### src/rtl/wdog_pkg.sv
`timescale 1ns/1ps
package wdog_pkg;

  typedef enum logic [1:0] {
    REG_COUNT = 2'd0,
    REG_CTRL  = 2'd1,
    REG_RCTL  = 2'd2,
    REG_NONE  = 2'd3
  } wdog_reg_e;

  localparam int CTL_EN_BIT  = 0;
  localparam int CTL_WD_BIT  = 1;
  localparam int RC_EN_BIT   = 0;
  localparam int RC_KIND_BIT = 1;

  // Overflow pulse length depends on whether reset generation is on.
  function automatic int unsigned pick_ovf_len(input logic rst_en,
                                               input int unsigned len_rst,
                                               input int unsigned len_norst);
    return rst_en ? len_rst : len_norst;
  endfunction

  function automatic int unsigned max_u(input int unsigned a, input int unsigned b);
    return (a > b) ? a : b;
  endfunction

endpackage

### src/rtl/wdog_counter.sv
`timescale 1ns/1ps
module wdog_counter #(
  parameter int CNT_W = 8
) (
  input  logic             clk,
  input  logic             rst_n,
  input  logic             clr,
  input  logic             en,
  input  logic             tick,
  input  logic             wr,
  input  logic [CNT_W-1:0] wdata,
  output logic [CNT_W-1:0] cnt,
  output logic             wrap
);

  function automatic logic at_top(input logic [CNT_W-1:0] v);
    return &v;
  endfunction

  logic step;
  assign step = en & tick;
  // A wrap only counts when no write or clear replaces the value.
  assign wrap = step & at_top(cnt) & ~wr & ~clr;

  always_ff @(posedge clk or negedge rst_n) begin
    if (!rst_n)      cnt <= '0;
    else if (clr)    cnt <= '0;
    else if (wr)     cnt <= wdata;
    else if (step)   cnt <= cnt + 1'b1;
  end

  assert_hold_when_off_R2: assert property (@(posedge clk) disable iff (!rst_n)
    (!clr && !wr && !step) |=> (cnt == $past(cnt)));

  assert_write_loads_R3: assert property (@(posedge clk) disable iff (!rst_n)
    (wr && !clr) |=> (cnt == $past(wdata)));

  assert_wrap_to_zero_R4: assert property (@(posedge clk) disable iff (!rst_n)
    wrap |=> (cnt == '0));

endmodule

### src/rtl/wdog_pulse.sv
`timescale 1ns/1ps
module wdog_pulse #(
  parameter int LEN_W = 8
) (
  input  logic             clk,
  input  logic             rst_n,
  input  logic             clr,
  input  logic             start,
  input  logic [LEN_W-1:0] len,
  output logic             active
);

  logic [LEN_W-1:0] remain;

  always_ff @(posedge clk or negedge rst_n) begin
    if (!rst_n)              remain <= '0;
    else if (clr)            remain <= '0;
    else if (start)          remain <= len;
    else if (remain != '0)   remain <= remain - 1'b1;
  end

  assign active = (remain != '0);

  assert_pulse_starts_R4: assert property (@(posedge clk) disable iff (!rst_n)
    (start && !clr && (len != '0)) |=> active);

  assert_pulse_needs_start_R5: assert property (@(posedge clk) disable iff (!rst_n)
    $rose(active) |-> $past(start));

endmodule

### src/rtl/wdog_regs.sv
`timescale 1ns/1ps
module wdog_regs #(
  parameter int CNT_W = 8
) (
  input  logic             clk,
  input  logic             rst_n,
  input  logic             clr,
  input  logic             wr_ctl,
  input  logic             wr_rctl,
  input  logic             rd_rctl,
  input  logic             w_en,
  input  logic             w_wd,
  input  logic             w_rc_en,
  input  logic             w_rc_kind,
  input  logic             w_flag,
  input  logic             flag_set,
  output logic             ctl_en,
  output logic             ctl_wd,
  output logic             rc_en,
  output logic             rc_kind,
  output logic             flag
);

  logic armed;
  logic flag_clr;

  // A clear needs a prior read that returned the flag as 1.
  assign flag_clr = wr_rctl & ~w_flag & armed;

  always_ff @(posedge clk or negedge rst_n) begin
    if (!rst_n) begin
      ctl_en <= 1'b0; ctl_wd <= 1'b0;
    end else if (clr) begin
      ctl_en <= 1'b0; ctl_wd <= 1'b0;
    end else if (wr_ctl) begin
      ctl_en <= w_en; ctl_wd <= w_wd;
    end
  end

  always_ff @(posedge clk or negedge rst_n) begin
    if (!rst_n) begin
      rc_en <= 1'b0; rc_kind <= 1'b0;
    end else if (clr) begin
      rc_en <= 1'b0; rc_kind <= 1'b0;
    end else if (wr_rctl) begin
      rc_en <= w_rc_en; rc_kind <= w_rc_kind;
    end
  end

  always_ff @(posedge clk or negedge rst_n) begin
    if (!rst_n) begin
      flag <= 1'b0; armed <= 1'b0;
    end else if (clr) begin
      flag <= 1'b0; armed <= 1'b0;
    end else if (flag_set) begin
      flag <= 1'b1;
    end else if (flag_clr) begin
      flag <= 1'b0; armed <= 1'b0;
    end else if (rd_rctl && flag) begin
      armed <= 1'b1;
    end
  end

  assert_ext_clears_R8: assert property (@(posedge clk) disable iff (!rst_n)
    clr |=> (!flag && !ctl_en && !ctl_wd && !rc_en && !rc_kind));

  assert_flag_sticky_R6: assert property (@(posedge clk) disable iff (!rst_n)
    (flag && !clr && !wr_rctl) |=> flag);

  assert_clear_needs_read_R7: assert property (@(posedge clk) disable iff (!rst_n)
    $fell(flag) |-> ($past(armed) || $past(clr)));

endmodule

### src/rtl/wdog_rstgen.sv
`timescale 1ns/1ps
module wdog_rstgen #(
  parameter int CNT_W         = 8,
  parameter int OVF_LEN_RST   = 132,
  parameter int OVF_LEN_NORST = 130,
  parameter int RST_LEN       = 518
) (
  input  logic             clk,
  input  logic             rst_n,
  input  logic             ext_rst_i,
  input  logic             tick_i,
  input  logic             wr_en,
  input  logic             rd_en,
  input  logic [1:0]       addr,
  input  logic [CNT_W-1:0] wdata,
  output logic [CNT_W-1:0] rdata,
  output logic             ovf_o,
  output logic             int_rst_o,
  output logic             rst_kind_o,
  output logic             irq_o
);
  import wdog_pkg::*;

  localparam int OVF_MAX = int'(max_u(OVF_LEN_RST, OVF_LEN_NORST));
  localparam int OVF_W   = $clog2(OVF_MAX + 1);
  localparam int RST_W   = $clog2(RST_LEN + 1);
  localparam int FLAG_BIT = CNT_W - 1;

  logic [CNT_W-1:0] cnt;
  logic             wrap;
  logic             wr_cnt, wr_ctl, wr_rctl, rd_rctl;
  logic             ctl_en, ctl_wd, rc_en, rc_kind, flag;
  logic             wd_ovf, iv_ovf, rst_start;
  logic [OVF_W-1:0] ovf_len;
  logic [RST_W-1:0] rst_len;
  logic             irq_q, kind_q;

  assign wr_cnt  = wr_en & (addr == REG_COUNT);
  assign wr_ctl  = wr_en & (addr == REG_CTRL);
  assign wr_rctl = wr_en & (addr == REG_RCTL);
  assign rd_rctl = rd_en & (addr == REG_RCTL);

  wdog_counter #(.CNT_W(CNT_W)) i_counter (
    .clk(clk), .rst_n(rst_n), .clr(ext_rst_i), .en(ctl_en), .tick(tick_i),
    .wr(wr_cnt), .wdata(wdata), .cnt(cnt), .wrap(wrap)
  );

  // Named events for assertions: a wrap steered by the mode bit.
  assign wd_ovf    = wrap & ctl_wd & ~ext_rst_i;
  assign iv_ovf    = wrap & ~ctl_wd & ~ext_rst_i;
  assign rst_start = wd_ovf & rc_en;

  wdog_regs #(.CNT_W(CNT_W)) i_regs (
    .clk(clk), .rst_n(rst_n), .clr(ext_rst_i),
    .wr_ctl(wr_ctl), .wr_rctl(wr_rctl), .rd_rctl(rd_rctl),
    .w_en(wdata[CTL_EN_BIT]), .w_wd(wdata[CTL_WD_BIT]),
    .w_rc_en(wdata[RC_EN_BIT]), .w_rc_kind(wdata[RC_KIND_BIT]),
    .w_flag(wdata[FLAG_BIT]), .flag_set(wd_ovf),
    .ctl_en(ctl_en), .ctl_wd(ctl_wd), .rc_en(rc_en), .rc_kind(rc_kind), .flag(flag)
  );

  assign ovf_len = OVF_W'(pick_ovf_len(rc_en, OVF_LEN_RST, OVF_LEN_NORST));
  assign rst_len = RST_W'(RST_LEN);

  wdog_pulse #(.LEN_W(OVF_W)) i_ovf_pulse (
    .clk(clk), .rst_n(rst_n), .clr(ext_rst_i), .start(wd_ovf),
    .len(ovf_len), .active(ovf_o)
  );

  wdog_pulse #(.LEN_W(RST_W)) i_rst_pulse (
    .clk(clk), .rst_n(rst_n), .clr(ext_rst_i), .start(rst_start),
    .len(rst_len), .active(int_rst_o)
  );

  always_ff @(posedge clk or negedge rst_n) begin
    if (!rst_n) begin
      irq_q <= 1'b0; kind_q <= 1'b0;
    end else begin
      irq_q <= iv_ovf;
      if (ext_rst_i)      kind_q <= 1'b0;
      else if (rst_start) kind_q <= rc_kind;
    end
  end

  assign irq_o      = irq_q;
  assign rst_kind_o = kind_q & int_rst_o;

  always_comb begin
    rdata = '0;
    case (addr)
      REG_COUNT: rdata = cnt;
      REG_CTRL: begin
        rdata[CTL_EN_BIT] = ctl_en;
        rdata[CTL_WD_BIT] = ctl_wd;
      end
      REG_RCTL: begin
        rdata[RC_EN_BIT]   = rc_en;
        rdata[RC_KIND_BIT] = rc_kind;
        rdata[FLAG_BIT]    = flag;
      end
      default: rdata = '0;
    endcase
  end

  assert_ovf_starts_R4: assert property (@(posedge clk) disable iff (!rst_n)
    wd_ovf |=> ovf_o);

  assert_rst_follows_en_R5: assert property (@(posedge clk) disable iff (!rst_n)
    wd_ovf |=> (int_rst_o == $past(rc_en)));

  assert_ext_priority_R8: assert property (@(posedge clk) disable iff (!rst_n)
    ext_rst_i |=> (!ovf_o && !int_rst_o && !irq_o));

  assert_irq_single_R9: assert property (@(posedge clk) disable iff (!rst_n)
    irq_o |=> !irq_o);

  assert_irq_only_interval_R9: assert property (@(posedge clk) disable iff (!rst_n)
    iv_ovf |=> (irq_o && !flag));

endmodule

### config.mk
export PLATFORM = sky130hd
export DESIGN_NAME = wdog_rstgen
export DESIGN_NICKNAME = d
export VERILOG_FILES = /design/src/rtl/wdog_pkg.sv /design/src/rtl/wdog_counter.sv /design/src/rtl/wdog_pulse.sv /design/src/rtl/wdog_regs.sv /design/src/rtl/wdog_rstgen.sv
export SDC_FILE = /design/constraint.sdc
export NUM_CORES = 1
export LEC_CHECK = 0
export ABC_AREA = 0
export CAP_MARGIN = 15
export CELL_PAD_IN_SITES_DETAIL_PLACEMENT = 0
export CELL_PAD_IN_SITES_GLOBAL_PLACEMENT = 1
export CORE_MARGIN = 2
export CORE_UTILIZATION = 35
export DETAILED_ROUTE_END_ITERATION = 8
export GPL_TIMING_DRIVEN = 0
export PLACE_DENSITY = 0.72
export SLEW_MARGIN = 20
export SYNTH_ARGS = -nofsm -noshare
export SYNTH_HDL_FRONTEND = slang
export SYNTH_HIERARCHICAL = 1
export SYNTH_SLANG_ARGS = --single-unit
### constraint.sdc
create_clock -name clk -period 6.5 [get_ports clk]
set_input_delay 1.95 -clock clk [delete_from_list [all_inputs] [get_ports clk]]
set_output_delay 1.95 -clock clk [all_outputs]
set_load 0.03 [all_outputs]
# Word level (Yosys, flattened, before mapping)
# Cells that the tools add are included.
# totals
reg_bits	34
inputBits	16
# op_classes
bitwise_logic	20
muxes	30
n_eq_ne	3
addsub	3
n_reduce_logical	14
# op_table
cell	count
8-bit two-way mux	6
10-bit two-way mux	3
1-bit two-way mux	17
1-bit AND	16
3-bit nonzero test	5
10-bit nonzero test	1
10-bit by 1-bit subtractor with 10-bit output, second input constant	1
8-bit by 1-bit adder with 8-bit output, second input constant	1
8-bit AND reduction	1
8-bit nonzero test	1
8-bit by 1-bit subtractor with 8-bit output, second input constant	1
2-bit case mux with 3 select lines	1
2-bit nonzero test	3
5-bit two-way mux	1
1-bit NOT	4
3-bit two-way mux	1
2-bit by 1-bit == test with 1-bit output, second input constant	1
2-bit == test, second input constant	1
2-bit logical NOT	1
2-bit != test, second input constant	1
1-bit case mux with 2 select lines	1
2-bit AND reduction	1
1-bit logical AND	1

# Longest topological paths before layout
# Gate-level depths: netlist of run 1.
# logic_depth
ltp_word	10
depth_mapped	11

# Cells and area by module
# Netlist of run 1, hierarchy kept.
# modules_own_cells
module	area_per_inst_um2	seq_area_each_um2	cells_each	instances
wdog_pulse (i_rst_pulse)	598.1	250.2	64	1
wdog_pulse (i_ovf_pulse)	508.0	200.2	52	1
wdog_counter	490.5	200.2	56	1
wdog_regs	257.7	150.1	21	1
wdog_rstgen	257.7	50.0	31	1

# Worst setup path before layout of run 1
# Ideal clock, no wire load.
# synth_timing
path_kind	input -> output
startpoint	input addr[1]
endpoint	output rdata[0]
t_arrival_ns	2.678
required_time_ns	4.550
setup_slack_ns	1.872
path_stages	3
cell_sequence	buf_6 -> mux2i_1 -> o2bb2ai_1
# synth_between
elab_chain_len	2
elab_cells_between_ends	4
cone_classes	eq/ne: 2; mux: 1; reduce/logical: 1
# synth_rtl
element	line	rtl
from (decl)	wdog_rstgen.sv:14	input logic [1:0] addr,
2-bit == test (tied with other cells)	wdog_rstgen.sv:90	case (addr)
2-bit case mux with 3 select lines (*)	wdog_rstgen.sv:90	
to (decl)	wdog_rstgen.sv:16	output logic [CNT_W-1:0] rdata,
# Mark *: on every way between the ends. The rest lies on a longest branch, timed or not.

# Worst setup path in the final report of run 1
# layout_timing
startpoint	input addr[0]
endpoint	output rdata[2]
# layout_between
elab_chain_len	2
# layout_rtl
element	line
2-bit logical NOT	wdog_rstgen.sv:90
5-bit two-way mux	wdog_rstgen.sv:90
# No other way between the ends.

==> impl_metrics.py, run 1 <==
metrics = {
    "synthesis": {
        "synth_mux_area_share_pct": 4.27,
        "async_flop_share_pct": 100,
        "syn_area_mm2": 0.00211,
        "synthSimpleGateAreaFrac_pct": 26.7,
        "synth_edf_count": 0,
        "synthAdderAreaFrac_pct": 2.37,
        "synth_compound_area_share_pct": 15.8,
        "syn_inst": 224,
        "synth_cell_types": 46,
        "synth_area_per_cell_um2": 9.43,
        "synth_top_family_by_area": "simple AND/OR/NAND/NOR gates",
        "ys.flop_type": "dfrtp_1",
        "yosys_warnings": 6,
        "synth-seq-cells": 34,
        "synthXorXnorAreaFrac_pct": 5.39,
        "ys_seq_area_share_pct": 40.3,
    },
    "die": {
        "pin_count": 28,
        "die_h_um": 81.7,
        "row_count": 28,
        "initial_core_util_pct": 35.9,
        "die-width_um": 81.7,
        "die_area_mm2": 0.00667,
        "core_area_mm2": 0.00589,
    },
    "layout": {
        "syn2layout_area_growth_pct": 24.5,
        "final_cells": 348,
        "nFillCells": 598,
        "nets": 292,
        "seq_area_um2": 851,
        "multiInputGateArea_mm2": 0.00121,
        "drive_gt1_share_pct": 8.79,
        "antenna_cells": 0,
    },
    "placement": {
        "detailed_place_hpwl_mm": 3.37,
        "port_buffers": 26,
        "placed_cells": 340,
        "routabilityCongestion": 0.759,
    },
    "timing": {
        "timing_hold_violations_final": 0,
        "worst_pin_slew_ns": 0.914,
        "min_period_over_period_pct": 86.7,
        "max_clock_freq_ghz": 0.178,
        "skew_ns": 0.00620,
        "fin_tns_setup_ns": 0,
        "drv_slew": 0,
        "setup_viol": 0,
        "grt_setup_unrepaired": "no",
        "timing.final.crit_period_ns": 5.63,
        "relSlewSlack_pct": 38.9,
    },
    "routing": {
        "wl_mm": 4.75,
        "routed.top_layer": "met4",
        "dr_wl_met3_um": 144,
        "route.detailed.drc": 0,
        "vias": 1748,
        "ant_nets": 0,
        "viasPerCell": 5.02,
        "dr_wl_met2_mm": 2.09,
        "wire_per_inst_um": 13.7,
        "first_pass_iters": 4,
        "drt_iter0_drc": 99,
        "wl_met1_mm": 2.45,
    },
    "clock_tree": {
        "clockRootBuffer": "clkbuf_8",
        "clkTransAtPathRegs_ns": 0.08,
        "post-cts-setup-buffers": 0,
        "clk_path_buf_depth": 2,
        "clkSinkCount": 34,
        "cts_tree": "built",
        "cts_buffers": 5,
        "cts-htree-levels": 2,
        "ctsHoldBuffers": 0,
        "ctsResizeCount": 0,
        "clk_latency_ns": 0.29,
    },
    "setup_path": {
        "crit_fanout": 7,
        "cp-end-kind": "output pin",
        "critical_path.endpoint": "rdata[2]",
        "critPathArrivalTime_ns": 3.68,
        "required_ns": 4.55,
        "worstSetupStartpoint": "addr[0]",
        "criticalPathCategory": "in2out",
        "cp-start-kind": "input port",
        "ff2ff_path_depth": 8,
        "reg2reg_from": "i_counter/cnt[0]$_DFFE_PN0P_",
        "reg2reg_slack_ns": 3.77,
        "rr_endpoint": "i_ovf_pulse/remain[1]$_DFFE_PN0P_",
    },
    "power": {
        "p_leak_nw": 1.09,
        "power_density_mw_per_mm2": 342,
        "vdd_ir_drop_max_mv": 0.164,
    },
    "global_route": {
        "grt_pass1_wl_mm": 8.26,
        "grt_pass1_vias": 1750,
        "grt_max_degree": 27,
        "grtUsageTotal_pct": 16.1,
        "gr-total-overflow": 0,
        "antenna_found_initial": 0,
    },
    "run_status": {
        "status": "complete, no violations",
    },
    "worst_hold_path": {
        "hp-class": "reg2reg",
    },
    "job": {
        "drv_cap": 0,
    },
}
==> placed cells by master (no fill, tap or decap), types with 3 or more instances in the layout <==
cell             synthesis  final
ha_1                     4      4
buf_6                    3      3
nand2_1                  8      8
a311oi_1                 7      7
xnor2_1                 11     11
nor2_1                  36     36
nor3b_1                  3      3
conb_1                   2     16
a21oi_1                  7      7
mux2i_1                  9      9
and2_1                   9      9
and3b_1                  3      3
o21ai_0                  4      4
nor4_1                   5      5
inv_1                   12     12
clkbuf_1                 5      5
clkbuf_8                 0      6
o31ai_1                  4      4
or3_1                    6      6
dfrtp_1                 34     34
clkdlybuf4s50_1          0     25
a211oi_1                 9      9
nand3_1                  5      5
nor3_1                   5      5
a221o_1                  3      3
==> through the flow <==
step	worst slack (ns)	hold slack, ns	total power, mW	instance area, µm²	util [%]
after floorplan	1.87	0.474	0.634	2160	-
after global placement	0.820	0.540	0.730	2520	42.8
after detailed placement	0.849	0.536	0.733	2530	43.0
after CTS	0.846	0.555	0.908	2630	44.7
after global routing	0.746	0.579	0.972	2630	44.7
final	0.867	0.552	0.899	2630	44.7
==> power breakdown <==
part	switching, mW	total (mW)	internal [mW]	leakage, nW
clock	0.0832	0.168	0.0852	0.0472
combinational	0.209	0.421	0.212	0.589
sequential	0.0475	0.309	0.262	0.458
total	0.340	0.899	0.559	1.09
==> cells by family (layout without fill, tap and decap cells) <==
| group | Yosys count | in the layout |
|---|---|---|
| buffers and inverters | 21 | 56 |
| adder cells (fa/ha/maj) | 4 | 4 |
| AO/OA/AOI/OAI | 42 | 42 |
| AND/OR/NAND/NOR | 99 | 99 |
| other | 2 | 16 |
| flip-flops | 34 | 34 |
| XOR/XNOR | 13 | 13 |
| multiplexers | 9 | 9 |
==> synthesized netlist by cell type (3+ instances only) <==
library cell / number / area, µm²
and3b_1: 3 / 26.3
nor4_1: 5 / 31.3
nand3_1: 5 / 25.0
nand2_1: 8 / 30.0
buf_6: 3 / 33.8
xnor2_1: 11 / 96.3
a211oi_1: 9 / 67.6
ha_1: 4 / 50.1
o21ai_0: 4 / 20.0
mux2i_1: 9 / 90.1
clkbuf_1: 5 / 18.8
dfrtp_1: 34 / 851
nor3b_1: 3 / 22.5
a311oi_1: 7 / 61.3
a221o_1: 3 / 30.0
and2_1: 9 / 56.3
o31ai_1: 4 / 30.0
nor3_1: 5 / 25.0
nor2_1: 36 / 135
a21oi_1: 7 / 35.0
or3_1: 6 / 37.5
inv_1: 12 / 45.0
==> metal layers <==
metal,vias up,GRT usage (%)
met5,-,0
met4,0,5.33
met3,9,3.74
met2,30,24.3
met1,812,22.8
li1,897,-
==> worst max-delay path: stages <==
cell and delay, ns:
clkdlybuf4s50_1 0.51, nor2_1 0.36, and2_1 0.19, clkdlybuf4s50_1 0.67
==> how the worst min path moves through the flow <==
stage,startpoint,to,slack (ns),cells past startpoint
2_1_floorplan,i_regs/ctl_wd$_DFFE_PN0P_,irq_o$_DFF_PN0_,0.47,1
3_3_place_gp,i_regs/ctl_wd$_DFFE_PN0P_,irq_o$_DFF_PN0_,0.54,1
3_5_place_dp,i_regs/ctl_wd$_DFFE_PN0P_,irq_o$_DFF_PN0_,0.54,1
4_1_cts,i_regs/ctl_wd$_DFFE_PN0P_,irq_o$_DFF_PN0_,0.56,1
5_1_grt,kind_q$_DFFE_PN0P_,kind_q$_DFFE_PN0P_,0.58,2
6_report,i_regs/ctl_wd$_DFFE_PN0P_,irq_o$_DFF_PN0_,0.55,1
==> state kept, by name, indices dropped and copies added, names as in the netlist <==
| name | cells |
|---|---|
| i_regs/armed | 1 |
| i_regs/ctl_en | 1 |
| irq_o | 1 |
| i_regs/rc_en | 1 |
| i_counter/cnt | 8 |
| i_ovf_pulse/remain | 8 |
| i_regs/rc_kind | 1 |
| i_rst_pulse/remain | 10 |
| kind_q | 1 |
| i_regs/ctl_wd | 1 |
| i_regs/flag | 1 |
==> layout make-up <==
type	instances	share of cell area (%)
Clock inverter	2	0.476
Multi-Input combinational cell	183	46.1
Sequential cell	34	32.4
Tap cell	75	3.57
Timing Repair Buffer	27	10.5
Clock buffer	6	3.14
Buffer	9	2.19
Inverter	12	1.71
Note: power is estimated with default switching activity, not from simulation.
==> inputs of run 2 (changes only) <==
--- a/config.mk
+++ b/config.mk
@@ -12,6 +12,7 @@
 export CORE_MARGIN = 2
 export CORE_UTILIZATION = 35
 export DETAILED_ROUTE_END_ITERATION = 8
+export GPL_ROUTABILITY_DRIVEN = 0
 export GPL_TIMING_DRIVEN = 0
 export PLACE_DENSITY = 0.72
 export SLEW_MARGIN = 20
==> results of run 2 <==
No change in the layout: final DEF, timing and power equal those of run 1.
==> inputs of run 3 (changes only) <==
--- a/config.mk
+++ b/config.mk
@@ -13,7 +13,7 @@
 export CORE_UTILIZATION = 35
 export DETAILED_ROUTE_END_ITERATION = 8
 export GPL_ROUTABILITY_DRIVEN = 0
-export GPL_TIMING_DRIVEN = 0
+export GPL_TIMING_DRIVEN = 1
 export PLACE_DENSITY = 0.72
 export SLEW_MARGIN = 20
 export SYNTH_ARGS = -nofsm -noshare
==> impl_metrics.py, run 3 (synthesis gave the netlist of run 1 again) <==
metrics = {
    "clock_tree": {
        "ctsResizeCount": 0,
        "cts_tree": "built",
        "post-cts-setup-buffers": 0,
        "clk_path_buf_depth": 2,
        "clk_latency_ns": 0.29,
        "ctsHoldBuffers": 0,
        "clockRootBuffer": "clkbuf_8",
        "cts_buffers": 5,
        "clkTransAtPathRegs_ns": 0.07,
        "clkSinkCount": 34,
        "cts-htree-levels": 2,
    },
    "die": {
        "die-width_um": 81.7,
        "initial_core_util_pct": 35.9,
        "die_h_um": 81.7,
        "pin_count": 28,
        "row_count": 28,
        "die_area_mm2": 0.00667,
        "core_area_mm2": 0.00589,
    },
    "placement": {
        "port_buffers": 27,
        "detailed_place_hpwl_mm": 3.17,
    },
    "power": {
        "pwr-share-clk_pct": 19.2,
        "switchingPower_mw": 0.330,
        "p_leak_nw": 1.07,
        "vdd_ir_drop_max_mv": 0.136,
        "p_int_mw": 0.538,
        "pwr-share-comb_pct": 45.1,
        "pwr-share-seq_pct": 35.7,
        "p_sw_share_pct": 38.0,
        "power_density_mw_per_mm2": 337,
        "power_mw": 0.868,
    },
    "timing": {
        "min_period_over_period_pct": 87.9,
        "timing_hold_violations_final": 0,
        "relSlewSlack_pct": 62.1,
        "setup_viol": 0,
        "drv_slew": 0,
        "fin_tns_setup_ns": 0,
        "timing.final.crit_period_ns": 5.71,
        "skew_ns": 0.00502,
        "worst_pin_slew_ns": 0.564,
        "max_clock_freq_ghz": 0.175,
        "grt_setup_unrepaired": "no",
    },
    "layout": {
        "layout_commonest_cell": "nor2_1",
        "drive_gt1_share_pct": 7.14,
        "largestRegisters": "i_rst_pulse/remain x10, i_counter/cnt x8, i_ovf_pulse/remain x8",
        "final_cell_mix": "nor2_1 (36), dfrtp_1 (34), clkdlybuf4s50_1 (27), conb_1 (16), inv_1 (12)",
        "regMostFlops": "i_rst_pulse/remain",
        "syn2layout_area_growth_pct": 22.0,
        "nets": 285,
        "multiInputGateArea_mm2": 0.00121,
        "seq_area_um2": 851,
        "nFillCells": 596,
        "largest_register_ffs": 10,
        "antenna_cells": 0,
    },
    "global_route": {
        "grt_pass1_wl_mm": 8.12,
        "grt_max_degree": 35,
        "antenna_found_initial": 0,
        "grtUsageTotal_pct": 15.6,
        "grt_pass1_vias": 1726,
        "gr-total-overflow": 0,
    },
    "routing": {
        "vias": 1756,
        "wire_per_inst_um": 13.5,
        "route.detailed.drc": 0,
        "ant_nets": 0,
        "viasPerCell": 5.15,
        "wl_mm": 4.59,
        "drt_iter0_drc": 34,
        "first_pass_iters": 4,
    },
    "setup_path": {
        "criticalPathCategory": "in2out",
        "cp-start-kind": "input port",
        "critPathArrivalTime_ns": 3.76,
        "required_ns": 4.55,
        "reg2reg_slack_ns": 3.74,
        "cp-end-kind": "output pin",
        "crit_fanout": 7,
    },
    "run_status": {
        "status": "complete, no violations",
    },
    "job": {
        "drv_cap": 0,
    },
    "worst_hold_path": {
        "hp-class": "reg2reg",
    },
}
[run 3: layout make-up]
| cell class | count | area share, % |
|---|---|---|
| Multi-Input combinational cell | 183 | 47.0 |
| Sequential cell | 34 | 33.0 |
| Timing Repair Buffer | 29 | 11.1 |
| Tap cell | 75 | 3.64 |
| Clock buffer | 7 | 3.35 |
| Inverter | 12 | 1.75 |
| Clock inverter | 1 | 0.194 |
[run 3: final timing paths]
kind                                              start                           endpoint  cells past startpoint
setup reg to reg           i_counter/cnt[0]$_DFFE_PN0P_  i_rst_pulse/remain[1]$_DFFE_PN0P_                      7
min in group asynchronous                         rst_n  i_rst_pulse/remain[3]$_DFFE_PN0P_                      2
max in group asynchronous                         rst_n       i_counter/cnt[2]$_DFFE_PN0P_                      2
setup / recovery                                addr[1]                           rdata[2]                      4
hold reg to reg                i_regs/armed$_DFFE_PN0P_           i_regs/armed$_DFFE_PN0P_                      1
hold / removal                 i_regs/armed$_DFFE_PN0P_           i_regs/armed$_DFFE_PN0P_                      1
[run 3: metrics by stage]
step	std cells	hold slack [ns]	util, %	area, µm²	worst slack (ns)
after floorplan	238	0.474	-	2160	1.87
after global placement	333	0.538	42.2	2490	0.776
after detailed placement	333	0.540	42.2	2490	0.797
after CTS	341	0.548	43.8	2580	0.774
after global routing	341	0.582	43.8	2580	0.709
final	341	0.563	43.8	2580	0.789
[run 3: layer usage]
metal	vias to the layer above	GRT usage, %	wire (µm)
met4	0	4.50	62
li1	879	-	-
met2	39	24.7	2030
met1	829	21.4	2320
met3	9	3.52	175
met5	-	0	0
[run 3: critical path: stages]
cell             delay [ns]
clkdlybuf4s50_1        0.56
nor2_1                 0.39
and2_1                 0.20
clkdlybuf4s50_1        0.67
[run 3: power groups by stage]
stage / Sequential (mW) / Combinational, mW / Clock [mW]
2_1_floorplan: 0.301 / 0.333 / 0
3_3_place_gp: 0.313 / 0.392 / 0
3_5_place_dp: 0.313 / 0.393 / 0
4_1_cts: 0.310 / 0.396 / 0.173
5_1_grt: 0.318 / 0.443 / 0.181
6_report: 0.310 / 0.391 / 0.167
